**config.mk**
```make
export PLATFORM = sky130hd
export DESIGN_NAME = scrub_ctrl
export DESIGN_NICKNAME = d
export VERILOG_FILES = /design/src/rtl/scrub_pkg.sv /design/src/rtl/scrub_timer.sv /design/src/rtl/bad_fifo.sv /design/src/rtl/scrub_ctrl.sv
export SDC_FILE = /design/constraint.sdc
export NUM_CORES = 1
export LEC_CHECK = 0
export CORE_AREA = 2 2 214 216
export CTS_BUF_LIST = sky130_fd_sc_hd__clkbuf_2 sky130_fd_sc_hd__clkbuf_4 sky130_fd_sc_hd__clkbuf_8
export DETAILED_ROUTE_END_ITERATION = 10
export DIE_AREA = 0 0 216 218
export GPL_TIMING_DRIVEN = 0
export PLACE_DENSITY_LB_ADDON = 0.08
export SYNTH_ARGS = -nofsm -noshare
export SYNTH_HDL_FRONTEND = slang
export SYNTH_SLANG_ARGS = --single-unit
export TNS_END_PERCENT = 5
```
**constraint.sdc**
```tcl
create_clock -name clk -period 3.4 [get_ports clk]
set_input_delay 0.68 -clock clk [delete_from_list [all_inputs] [get_ports clk]]
set_output_delay 0.68 -clock clk [all_outputs]
set_load 0.03 [all_outputs]
```
**src/rtl/scrub_pkg.sv**
```systemverilog
package scrub_pkg;
  localparam int DATA_BITS = 51;
  localparam int CODE_BITS = 63;
  localparam int CHK_BITS  = 16;

  typedef enum logic [3:0] {
    S_IDLE, S_RD, S_RWAIT, S_BDEC, S_CDEC, S_ENC, S_SPW,
    S_SPR, S_SPRW, S_CHK, S_WB, S_MARK, S_NEXT
  } scrub_state_e;
endpackage

```
**src/rtl/scrub_timer.sv**
```systemverilog
module scrub_timer #(
  parameter int INT_W = 32
) (
  input  logic             clk,
  input  logic             rst,
  input  logic             restart,
  input  logic [INT_W-1:0] interval,
  output logic             expired
);
  logic [INT_W-1:0] cnt_q;

  always_ff @(posedge clk) begin
    if (rst || restart) cnt_q <= '0;
    else if (cnt_q != '1) cnt_q <= cnt_q + INT_W'(1);
  end

  assign expired = (cnt_q >= interval);
endmodule

```
**src/rtl/bad_fifo.sv**
```systemverilog
module bad_fifo #(
  parameter int DEPTH  = 8,
  parameter int DATA_W = 5
) (
  input  logic              clk,
  input  logic              rst,
  input  logic              push_i,
  input  logic [DATA_W-1:0] push_data_i,
  input  logic              pop_i,
  output logic              valid_o,
  output logic [DATA_W-1:0] data_o,
  output logic              ovf_o
);
  localparam int PW = (DEPTH > 1) ? $clog2(DEPTH) : 1;
  localparam int CW = $clog2(DEPTH + 1);

  logic [DATA_W-1:0] store [DEPTH];
  logic [PW-1:0]     wptr_q, rptr_q;
  logic [CW-1:0]     count_q;
  logic              full, do_push, do_pop;

  assign full    = (count_q == CW'(DEPTH));
  assign do_pop  = pop_i && (count_q != '0);
  assign do_push = push_i && (!full || do_pop);

  always_ff @(posedge clk) begin
    if (do_push) store[wptr_q] <= push_data_i;
  end

  always_ff @(posedge clk) begin
    if (rst) begin
      wptr_q  <= '0;
      rptr_q  <= '0;
      count_q <= '0;
      ovf_o   <= 1'b0;
    end else begin
      if (do_push) wptr_q <= (wptr_q == PW'(DEPTH - 1)) ? '0 : wptr_q + PW'(1);
      if (do_pop)  rptr_q <= (rptr_q == PW'(DEPTH - 1)) ? '0 : rptr_q + PW'(1);
      if (do_push && !do_pop)      count_q <= count_q + CW'(1);
      else if (do_pop && !do_push) count_q <= count_q - CW'(1);
      if (push_i && !do_push) ovf_o <= 1'b1;
    end
  end

  assign valid_o = (count_q != '0);
  assign data_o  = store[rptr_q];
endmodule

```
**src/rtl/scrub_ctrl.sv**
```systemverilog
module scrub_ctrl #(
  parameter int DATA_W     = scrub_pkg::DATA_BITS,
  parameter int CW_W       = scrub_pkg::CODE_BITS,
  parameter int CRC_W      = scrub_pkg::CHK_BITS,
  parameter int ADDR_W     = 5,
  parameter int NUM_WORDS  = 16,
  parameter int SPARE_ADDR = 16,
  parameter int INT_W      = 32,
  parameter int FIFO_DEPTH = 8,
  parameter int CNT_W      = 16
) (
  input  logic                   clk,
  input  logic                   rst,
  input  logic [INT_W-1:0]       interval_i,
  output logic                   mem_req_o,
  output logic                   mem_we_o,
  output logic [ADDR_W-1:0]      mem_addr_o,
  output logic [CRC_W+CW_W-1:0]  mem_wdata_o,
  input  logic                   mem_rvalid_i,
  input  logic [CRC_W+CW_W-1:0]  mem_rdata_i,
  output logic                   bdec_req_o,
  output logic [CW_W-1:0]        bdec_cw_o,
  input  logic                   bdec_ack_i,
  input  logic                   bdec_err_i,
  input  logic [DATA_W-1:0]      bdec_data_i,
  output logic                   benc_req_o,
  output logic [DATA_W-1:0]      benc_data_o,
  input  logic                   benc_ack_i,
  input  logic [CW_W-1:0]        benc_cw_i,
  output logic                   crc_req_o,
  output logic [CW_W-1:0]        crc_cw_o,
  output logic [CRC_W-1:0]       crc_bits_o,
  input  logic                   crc_ack_i,
  input  logic                   crc_err_i,
  output logic                   bad_valid_o,
  output logic [ADDR_W-1:0]      bad_addr_o,
  input  logic                   bad_ready_i,
  output logic                   bad_ovf_o,
  output logic [CNT_W-1:0]       corr_cnt_o,
  output logic [CNT_W-1:0]       mark_cnt_o,
  output logic                   pass_done_o
);
  import scrub_pkg::*;

  localparam int WORD_W = CRC_W + CW_W;
  localparam logic [ADDR_W-1:0] LAST  = ADDR_W'(NUM_WORDS - 1);
  localparam logic [ADDR_W-1:0] SPARE = ADDR_W'(SPARE_ADDR);

  scrub_state_e      state_q;
  logic [ADDR_W-1:0] addr_q;
  logic [WORD_W-1:0] word_q, spare_q;
  logic              bch_err_q;
  logic              expired, restart;

  // stored CRC field of the word being scrubbed
  logic [CRC_W-1:0]  old_crc;
  assign old_crc = word_q[WORD_W-1 -: CRC_W];
  assign bdec_cw_o = word_q[CW_W-1:0];

  assign restart = (state_q == S_IDLE) && expired;

  scrub_timer #(.INT_W(INT_W)) u_timer (
    .clk(clk), .rst(rst), .restart(restart),
    .interval(interval_i), .expired(expired)
  );

  bad_fifo #(.DEPTH(FIFO_DEPTH), .DATA_W(ADDR_W)) u_fifo (
    .clk(clk), .rst(rst),
    .push_i(state_q == S_MARK), .push_data_i(addr_q),
    .pop_i(bad_ready_i), .valid_o(bad_valid_o),
    .data_o(bad_addr_o), .ovf_o(bad_ovf_o)
  );

  always_ff @(posedge clk) begin
    if (rst) begin
      state_q     <= S_IDLE;
      addr_q      <= '0;
      word_q      <= '0;
      spare_q     <= '0;
      bch_err_q   <= 1'b0;
      mem_req_o   <= 1'b0;
      mem_we_o    <= 1'b0;
      mem_addr_o  <= '0;
      mem_wdata_o <= '0;
      bdec_req_o  <= 1'b0;
      benc_req_o  <= 1'b0;
      benc_data_o <= '0;
      crc_req_o   <= 1'b0;
      crc_cw_o    <= '0;
      crc_bits_o  <= '0;
      corr_cnt_o  <= '0;
      mark_cnt_o  <= '0;
      pass_done_o <= 1'b0;
    end else begin
      pass_done_o <= 1'b0;
      case (state_q)
        S_IDLE: if (expired) begin
          addr_q     <= '0;
          mem_req_o  <= 1'b1;
          mem_we_o   <= 1'b0;
          mem_addr_o <= '0;
          state_q    <= S_RD;
        end
        S_RD: begin
          mem_req_o <= 1'b0;
          state_q   <= S_RWAIT;
        end
        S_RWAIT: if (mem_rvalid_i) begin
          word_q     <= mem_rdata_i;
          crc_cw_o   <= mem_rdata_i[CW_W-1:0];
          crc_bits_o <= mem_rdata_i[WORD_W-1 -: CRC_W];
          bdec_req_o <= 1'b1;
          state_q    <= S_BDEC;
        end
        S_BDEC: if (bdec_ack_i) begin
          bdec_req_o  <= 1'b0;
          bch_err_q   <= bdec_err_i;
          benc_data_o <= bdec_data_i;
          crc_req_o   <= 1'b1;
          state_q     <= S_CDEC;
        end
        S_CDEC: if (crc_ack_i) begin
          crc_req_o <= 1'b0;
          if (bch_err_q) begin
            benc_req_o <= 1'b1;
            state_q    <= S_ENC;
          end else if (crc_err_i) begin
            state_q <= S_MARK;
          end else begin
            state_q <= S_NEXT;
          end
        end
        S_ENC: if (benc_ack_i) begin
          benc_req_o  <= 1'b0;
          mem_req_o   <= 1'b1;
          mem_we_o    <= 1'b1;
          mem_addr_o  <= SPARE;
          mem_wdata_o <= {old_crc, benc_cw_i};
          state_q     <= S_SPW;
        end
        S_SPW: begin
          // read the trial word back from the scratch location
          mem_req_o  <= 1'b1;
          mem_we_o   <= 1'b0;
          mem_addr_o <= SPARE;
          state_q    <= S_SPR;
        end
        S_SPR: begin
          mem_req_o <= 1'b0;
          state_q   <= S_SPRW;
        end
        S_SPRW: if (mem_rvalid_i) begin
          spare_q    <= mem_rdata_i;
          crc_cw_o   <= mem_rdata_i[CW_W-1:0];
          crc_bits_o <= old_crc;
          crc_req_o  <= 1'b1;
          state_q    <= S_CHK;
        end
        S_CHK: if (crc_ack_i) begin
          crc_req_o <= 1'b0;
          if (!crc_err_i) begin
            mem_req_o   <= 1'b1;
            mem_we_o    <= 1'b1;
            mem_addr_o  <= addr_q;
            mem_wdata_o <= spare_q;
            corr_cnt_o  <= corr_cnt_o + CNT_W'(1);
            state_q     <= S_WB;
          end else begin
            state_q <= S_MARK;
          end
        end
        S_WB: begin
          mem_req_o <= 1'b0;
          mem_we_o  <= 1'b0;
          state_q   <= S_NEXT;
        end
        S_MARK: begin
          mark_cnt_o <= mark_cnt_o + CNT_W'(1);
          state_q    <= S_NEXT;
        end
        S_NEXT: begin
          if (addr_q == LAST) begin
            pass_done_o <= 1'b1;
            state_q     <= S_IDLE;
          end else begin
            addr_q     <= addr_q + ADDR_W'(1);
            mem_req_o  <= 1'b1;
            mem_we_o   <= 1'b0;
            mem_addr_o <= addr_q + ADDR_W'(1);
            state_q    <= S_RD;
          end
        end
        default: state_q <= S_IDLE;
      endcase
    end
  end
endmodule

```
# Word-level counts from Yosys, hierarchy flattened
# Memory sizes are Yosys's and may differ from the RTL's. A register that Yosys moved wholly into a read port is not among the register bits.
# Index checks and enable logic that the tools add are counted.
[word_totals] reg_bits=463 n_memories=1 word_cells=161 inputBits=234 ram_bits=40 output_inout_bits=322
[mem_list] memory="u_fifo.store" words=8 width=5 rd=1 rd_ports_with_merged_regs=1 wr=1 line_no="bad_fifo.sv:17" rtl="logic [DATA_W-1:0] store [DEPTH];"
[op_classes] reduce_logical=44 bitwise_logic=2 mux=54 magnitude_cmp=1 eq_ne=28 add_sub_neg=8
[ops] operator="79-bit two-way mux" count=3
[ops] operator="79-bit case mux with 2 select lines" count=1
[ops] operator="4-bit case mux with 12 select lines" count=1
[ops] operator="4-bit two-way mux" count=10
[ops] operator="16-bit by 1-bit adder with 16-bit output, second input constant" count=2
[ops] operator="32-bit by 1-bit adder with 32-bit output, second input constant" count=1
[ops] operator="32-bit >= comparator" count=1
[ops] operator="16-bit two-way mux" count=2
[ops] operator="32-bit != test, second input constant" count=1
[ops] operator="16-bit case mux with 2 select lines" count=1
[ops] operator="5-bit two-way mux" count=5
[ops] operator="5-bit case mux with 5 select lines" count=1
[ops] operator="4-bit equality test, second input constant" count=6
[ops] operator="2-bit != test, second input constant" count=10
[ops] operator="1-bit two-way mux" count=19
[ops] operator="6-bit AND reduction" count=3
[ops] operator="4-bit by 3-bit equality test with 1-bit output, second input constant" count=4
[ops] operator="3-bit two-way mux" count=5
[ops] operator="3-bit AND reduction" count=4
[ops] operator="4-bit AND reduction" count=3
[ops] operator="2-bit nonzero test" count=6
[ops] operator="5-bit case mux with 2 select lines" count=1
[ops] operator="5-bit nonzero test" count=2
[ops] operator="2-bit OR reduction" count=5
[ops] operator="other kinds (24)" count=40

# Longest topological paths before layout
[depth] ltp_word=8 mapped_depth=14 depth_no_buf=11

# Cells and area by module
# From an unflattened synthesis, not the netlist that was laid out.
[unflattened] hier_cells=2533 area_unflattened_um2=21161.5
[by_module_without_submodules] module="scrub_ctrl" area_each_um2=16540.9 instances=1 seq_area_each_um2=8408.1 cells_each=2101
[by_module_without_submodules] module="scrub_timer" area_each_um2=2389.8 instances=1 seq_area_each_um2=640.6 cells_each=297
[by_module_without_submodules] module="bad_fifo" area_each_um2=2230.9 instances=1 seq_area_each_um2=1481.4 cells_each=135

# Least setup slack after synthesis
# OpenSTA, ideal clock, no wires.
[synth_path] path_kind="flip-flop to flip-flop" from="reg u_fifo.count_q[0]" to="reg u_fifo.count_q[3]" required_ns=3.330 stages_incl_launch_ff=11 path_buffers=0 path_slack_ns=0.708 period_less_slack_ns=2.692 setup_ns=0.070 arrival_time_ns=2.622 cell_sequence="dfxtp_1 -> or4_1 -> nand2_1 -> ha_1 -> inv_1 -> ha_1 -> a21o_1 -> a21oi_1 -> xnor2_1 -> or3_1 -> a21oi_1"
[synth_via] elab_chain_len=7 elab_cells_between_ends=15 cone_classes="2 x add/sub; 1 x eq/ne; 2 x mux; 10 x reduce/logical"
[synth_rtl] element="start, declared" line_no="bad_fifo.sv:19" rtl="logic [CW-1:0] count_q;"
[synth_rtl] element="start signal, assigned" line_no="bad_fifo.sv:39" rtl="if (do_push && !do_pop) count_q <= count_q + CW'(1);"
[synth_rtl] element="start signal, assigned" line_no="bad_fifo.sv:40" rtl="else if (do_pop && !do_push) count_q <= count_q - CW'(1);"
[synth_rtl] element="4-bit nonzero test (*)"
[synth_rtl] element="named net bad_valid_o" line_no="scrub_ctrl.sv:35" rtl="output logic bad_valid_o,"
[synth_rtl] element="1-bit logical AND (*)" line_no="bad_fifo.sv:23" rtl="assign do_pop = pop_i && (count_q != '0);"
[synth_rtl] element="1-bit logical OR" line_no="bad_fifo.sv:24" rtl="assign do_push = push_i && (!full || do_pop);"
[synth_rtl] element="1-bit logical AND" line_no="bad_fifo.sv:24"
[synth_rtl] element="1-bit logical NOT" line_no="bad_fifo.sv:40"
[synth_rtl] element="1-bit logical AND" line_no="bad_fifo.sv:40"
[synth_rtl] element="2-bit nonzero test (no line)"
# Mark *: on every way through the listed nets, which the timed path passes. The rest lies on a longest branch. The select of a mux whose other input is x is not followed.
# A chain may end at the register's enable or synchronous reset.

# Worst setup path in the final report
[layout_path] from="reg state_q[0]" to="reg crc_cw_o[43]"
[layout_via] elab_chain_len=3 elab_cells_between_ends=4 cone_classes="2 x eq/ne; 2 x reduce/logical"
[layout_rtl] element="start, declared" line_no="scrub_ctrl.sv:49" rtl="scrub_state_e state_q;"
[layout_rtl] element="start signal, assigned" line_no="scrub_ctrl.sv:76" rtl="state_q <= S_IDLE;"
[layout_rtl] element="start signal, assigned" line_no="scrub_ctrl.sv:102" rtl="state_q <= S_RD;"
[layout_rtl] element="start signal, assigned" line_no="scrub_ctrl.sv:106" rtl="state_q <= S_RWAIT;"
[layout_rtl] element="4-bit equality test or 4-bit by 2-bit equality test with 1-bit output (tied branches)" line_no="scrub_ctrl.sv:96" rtl="case (state_q)"
[layout_rtl] element="2-bit OR reduction (no line) (*)"
[layout_rtl] element="2-bit AND reduction (no line) (*)"
[layout_rtl] element="end signal, assigned" line_no="scrub_ctrl.sv:110" rtl="crc_cw_o <= mem_rdata_i[CW_W-1:0];"
[layout_rtl] element="end signal, assigned" line_no="scrub_ctrl.sv:154" rtl="crc_cw_o <= mem_rdata_i[CW_W-1:0];"
[layout_rtl] element="end, declared" line_no="scrub_ctrl.sv:31" rtl="output logic [CW_W-1:0] crc_cw_o,"
# Mark *: on every way between the ends. The rest lies on a longest branch, timed or not.

==> impl_metrics.py <==
metrics = {
    "sta": {
        "min_period_over_period_pct": 95.29,
        "fin_skew_ns": 0.03101,
        "hold_violations": 0,
        "max_slew.worst_pin.slew_ns": 1.152,
        "final.setup.worst_slack_ns": 0.1601,
        "slew_violations": 0,
        "rsz0062_at_grt": "no",
        "finalCriticalPeriod_ns": 3.240,
        "setup_viol": 0,
        "fmax_mhz": 308.7,
        "whs_ns": 0.4509,
        "relSlewSlack_pct": 23.22,
    },
    "global_route": {
        "antenna_found_initial": 15,
        "use_met1_pct": 36.16,
        "busiest_layer": "met2",
        "met3_usage_pct": 8.689,
        "grt_pass1_vias": 19684,
        "grt_use_met2_pct": 51.68,
        "grt_start_max_net_pins": 16,
        "grt_overflow": 0,
        "grt_pass1_wl_um": 110900,
        "track_usage_pct": 30.35,
    },
    "power": {
        "ir_drop_mv": 0.3673,
        "power_mw": 15.63,
        "p_leak_nw": 10.34,
        "p_per_area_mw_per_mm2": 537.0,
    },
    "min_path": {
        "hold_path_class": "reg -> reg",
    },
    "setup_path": {
        "crit_required_ns": 3.97,
        "cp-start-kind": "flip-flop",
        "crit_path_start": "state_q[0]",
        "reg2reg_setup_slack_ns": 0.16,
        "r2r_end": "crc_cw_o[43]",
        "critPathCaptureType": "flip-flop",
        "r2r_start": "state_q[0]",
        "arrival_ns": 3.81,
        "crit_fanout": 10,
        "worstSetupPathType": "reg -> reg",
        "reg2reg_depth": 8,
        "crit_path_end": "crc_cw_o[43]",
    },
    "drt": {
        "drt_wl_total_um": 73780,
        "initialDrtViolationCount": 1355,
        "vias_per_cell": 5.257,
        "drc": 0,
        "vias": 20103,
        "firstDrtPassIters": 5,
        "wl_per_cell_um": 19.29,
        "antenna_left": 0,
    },
    "place": {
        "place.gp.congestion": 0.9186,
        "port_buffers": 555,
        "placed_area_mm2": 0.02720,
        "dp_hpwl_um": 55930,
        "dp_slack_ns": -0.3826,
    },
    "layout": {
        "nets": 3426,
        "final_cell_mix": "nand2_1, clkdlybuf4s50_1, dfxtp_1",
        "drive_gt1_share_pct": 9.481,
        "design_area_mm2": 0.02911,
        "layout_commonest_cell": "nand2_1",
        "area_delta_synth_final_pct": 39.33,
    },
    "run": {
        "drv_cap": 0,
    },
    "cts": {
        "cts.sinks": 506,
        "clk_pin_slew_worst_paths_ns": 0.06,
        "cts_root_buffer": "clkbuf_8",
        "cts_buffer_depth": 3,
        "clk_latency_ns": 0.65,
        "cts_tree": "built",
        "htreeDepth": 3,
        "cts_made_buffers": 86,
    },
    "logic_synthesis": {
        "async_flop_share_pct": 0,
        "ys_warn_count": 0,
        "syn_nets": 2785,
        "synth_compound_area_share_pct": 13.55,
        "ys_seq_area_share_pct": 50.40,
        "yosys-mux-area-fraction_pct": 2.557,
        "ys_ff_latch": 506,
        "synth_cell_types": 68,
        "netlist_area_mm2": 0.02090,
        "synth-edff-count": 40,
        "synth_top_family_by_area": "simple AND/OR/NAND/NOR gates",
        "synthAdderAreaFrac_pct": 2.731,
        "netlist_instances": 2506,
        "synth_top_flop_cell": "dfxtp_1",
        "synthXorXnorAreaFrac_pct": 2.515,
        "syn_avg_cell_area_um2": 8.338,
        "yosys.area_share.simple_pct": 21.93,
    },
    "status": {
        "status": "finished, final reports clean",
    },
    "floorplan": {
        "std_cell_rows": 78,
        "die_h_um": 218,
        "start_util_pct": 46.54,
        "ioPinCount": 556,
        "core_mm2": 0.04489,
        "die_x_um": 216,
        "dieArea_mm2": 0.04709,
    },
}
==> per-layer routing <==
metal / share of wire, % / routed length (µm) / up-vias
li1: - / - / 9680
met1: 40 / 29480 / 9477
met2: 48 / 35430 / 760
met3: 8.4 / 6227 / 166
met4: 3.4 / 2526 / 20
met5: 0.17 / 124 / -
==> worst max-delay path: stages, from the launching register on <==
cell     delay [ns]
dfxtp_1        0.37
buf_2          0.22
nor2_1         0.45
nand3_1        0.73
nand2_1        0.44
buf_2          0.39
buf_2          0.30
nand2_1        0.10
a21oi_1        0.16
==> report_power, final <==
part	leakage [nW]	internal [mW]	switching [mW]	total, mW
sequential	4.12	6.30	0.230	6.53
combinational	5.19	1.30	1.88	3.18
clock	1.02	3.37	2.55	5.92
==> final cells by class <==
cell class | count | area, µm²
well taps | 600 | 750.7
multi-input cells | 1729 | 9049
plain buffers | 225 | 1149
clock buffers | 140 | 1770
inverters | 44 | 165.2
diodes | 7 | 17.52
flip-flops and latches | 506 | 10530
clock inverters | 18 | 122.6
fillers | 3936 | 15780
repair buffers | 555 | 5555
==> cells in the mapped netlist, types with 3 or more instances <==
library cell | count | area (µm²)
o21ai_0 | 27 | 135.1
mux2i_1 | 23 | 230.2
nor2b_1 | 8 | 50.05
nand2b_1 | 13 | 81.33
nand4_2 | 3 | 37.54
xnor2_1 | 33 | 289.0
mux2_2 | 7 | 78.83
buf_1 | 7 | 26.28
o211ai_1 | 3 | 22.52
dfxtp_1 | 466 | 9329
ha_1 | 44 | 550.5
nor3_1 | 23 | 115.1
buf_4 | 68 | 510.5
a21oi_1 | 311 | 1556
inv_1 | 44 | 165.2
a311oi_1 | 80 | 700.7
buf_2 | 39 | 195.2
nor2_1 | 196 | 735.7
clkbuf_1 | 113 | 424.2
nor3_2 | 3 | 30.03
and3_1 | 17 | 106.4
or3_1 | 10 | 62.56
nand3_1 | 28 | 140.1
mux4_2 | 10 | 225.2
edfxtp_1 | 40 | 1201
nand4_1 | 12 | 75.07
nor3b_1 | 5 | 37.54
a211oi_1 | 20 | 150.1
nand2_1 | 760 | 2853
o2111ai_1 | 3 | 26.28
o22ai_1 | 4 | 25.02
xor2_1 | 27 | 236.5
and2_1 | 6 | 37.54
nor4_1 | 8 | 50.05
==> cells by family after synthesis <==
| group | count (synthesis) |
|---|---|
| DFF | 506 |
| xor gates and xnor gates | 60 |
| buffers and inverters | 271 |
| and+or+nand+nor | 1111 |
| adders and majority gates | 45 |
| muxes | 40 |
| AOI/OAI and AO/OA | 473 |
==> repair_timing <==
action / 4_1_cts / 5_1_grt
resized for setup: 1 / 2
setup buffers: 0 / 0
hold buffers: 0 / 0
setup endpoints to repair: 5 / 6
==> worst min-delay path by stage <==
stage	startpoint	depth (start not counted)	end	slack, ns
after detailed placement	crc_cw_o[40]	2	crc_cw_o[40]	0.45
after global placement	crc_cw_o[10]	2	crc_cw_o[10]	0.44
after global routing	crc_cw_o[45]	2	crc_cw_o[45]	0.47
after floorplan	spare_q[0]	2	spare_q[0]	0.44
after CTS	crc_cw_o[40]	2	crc_cw_o[40]	0.45
final	benc_data_o[5]	2	benc_data_o[5]	0.45
==> sequential cells by signal (all words and copies together), names as in the netlist, 4 cells and up, named ones only <==
register and count:
crc_bits_o 16, u_timer.cnt_q 32, crc_cw_o 63, addr_q 5
state_q 4, mark_cnt_o 16, benc_data_o 51, mem_wdata_o 79
corr_cnt_o 16, mem_addr_o 5, u_fifo.count_q 4, u_fifo.store 40
word_q 79, spare_q 79
==> metrics by stage <==
step,setup TNS [ns],util (%),instances
floorplan,0,-,2506
global placement,-21.25,60.59,3661
detailed placement,-19.18,60.59,3661
CTS,0,64.79,3817
global route,0,64.83,3821
finish,0,64.85,3824
No activity file was read; power rests on OpenSTA's default activity.
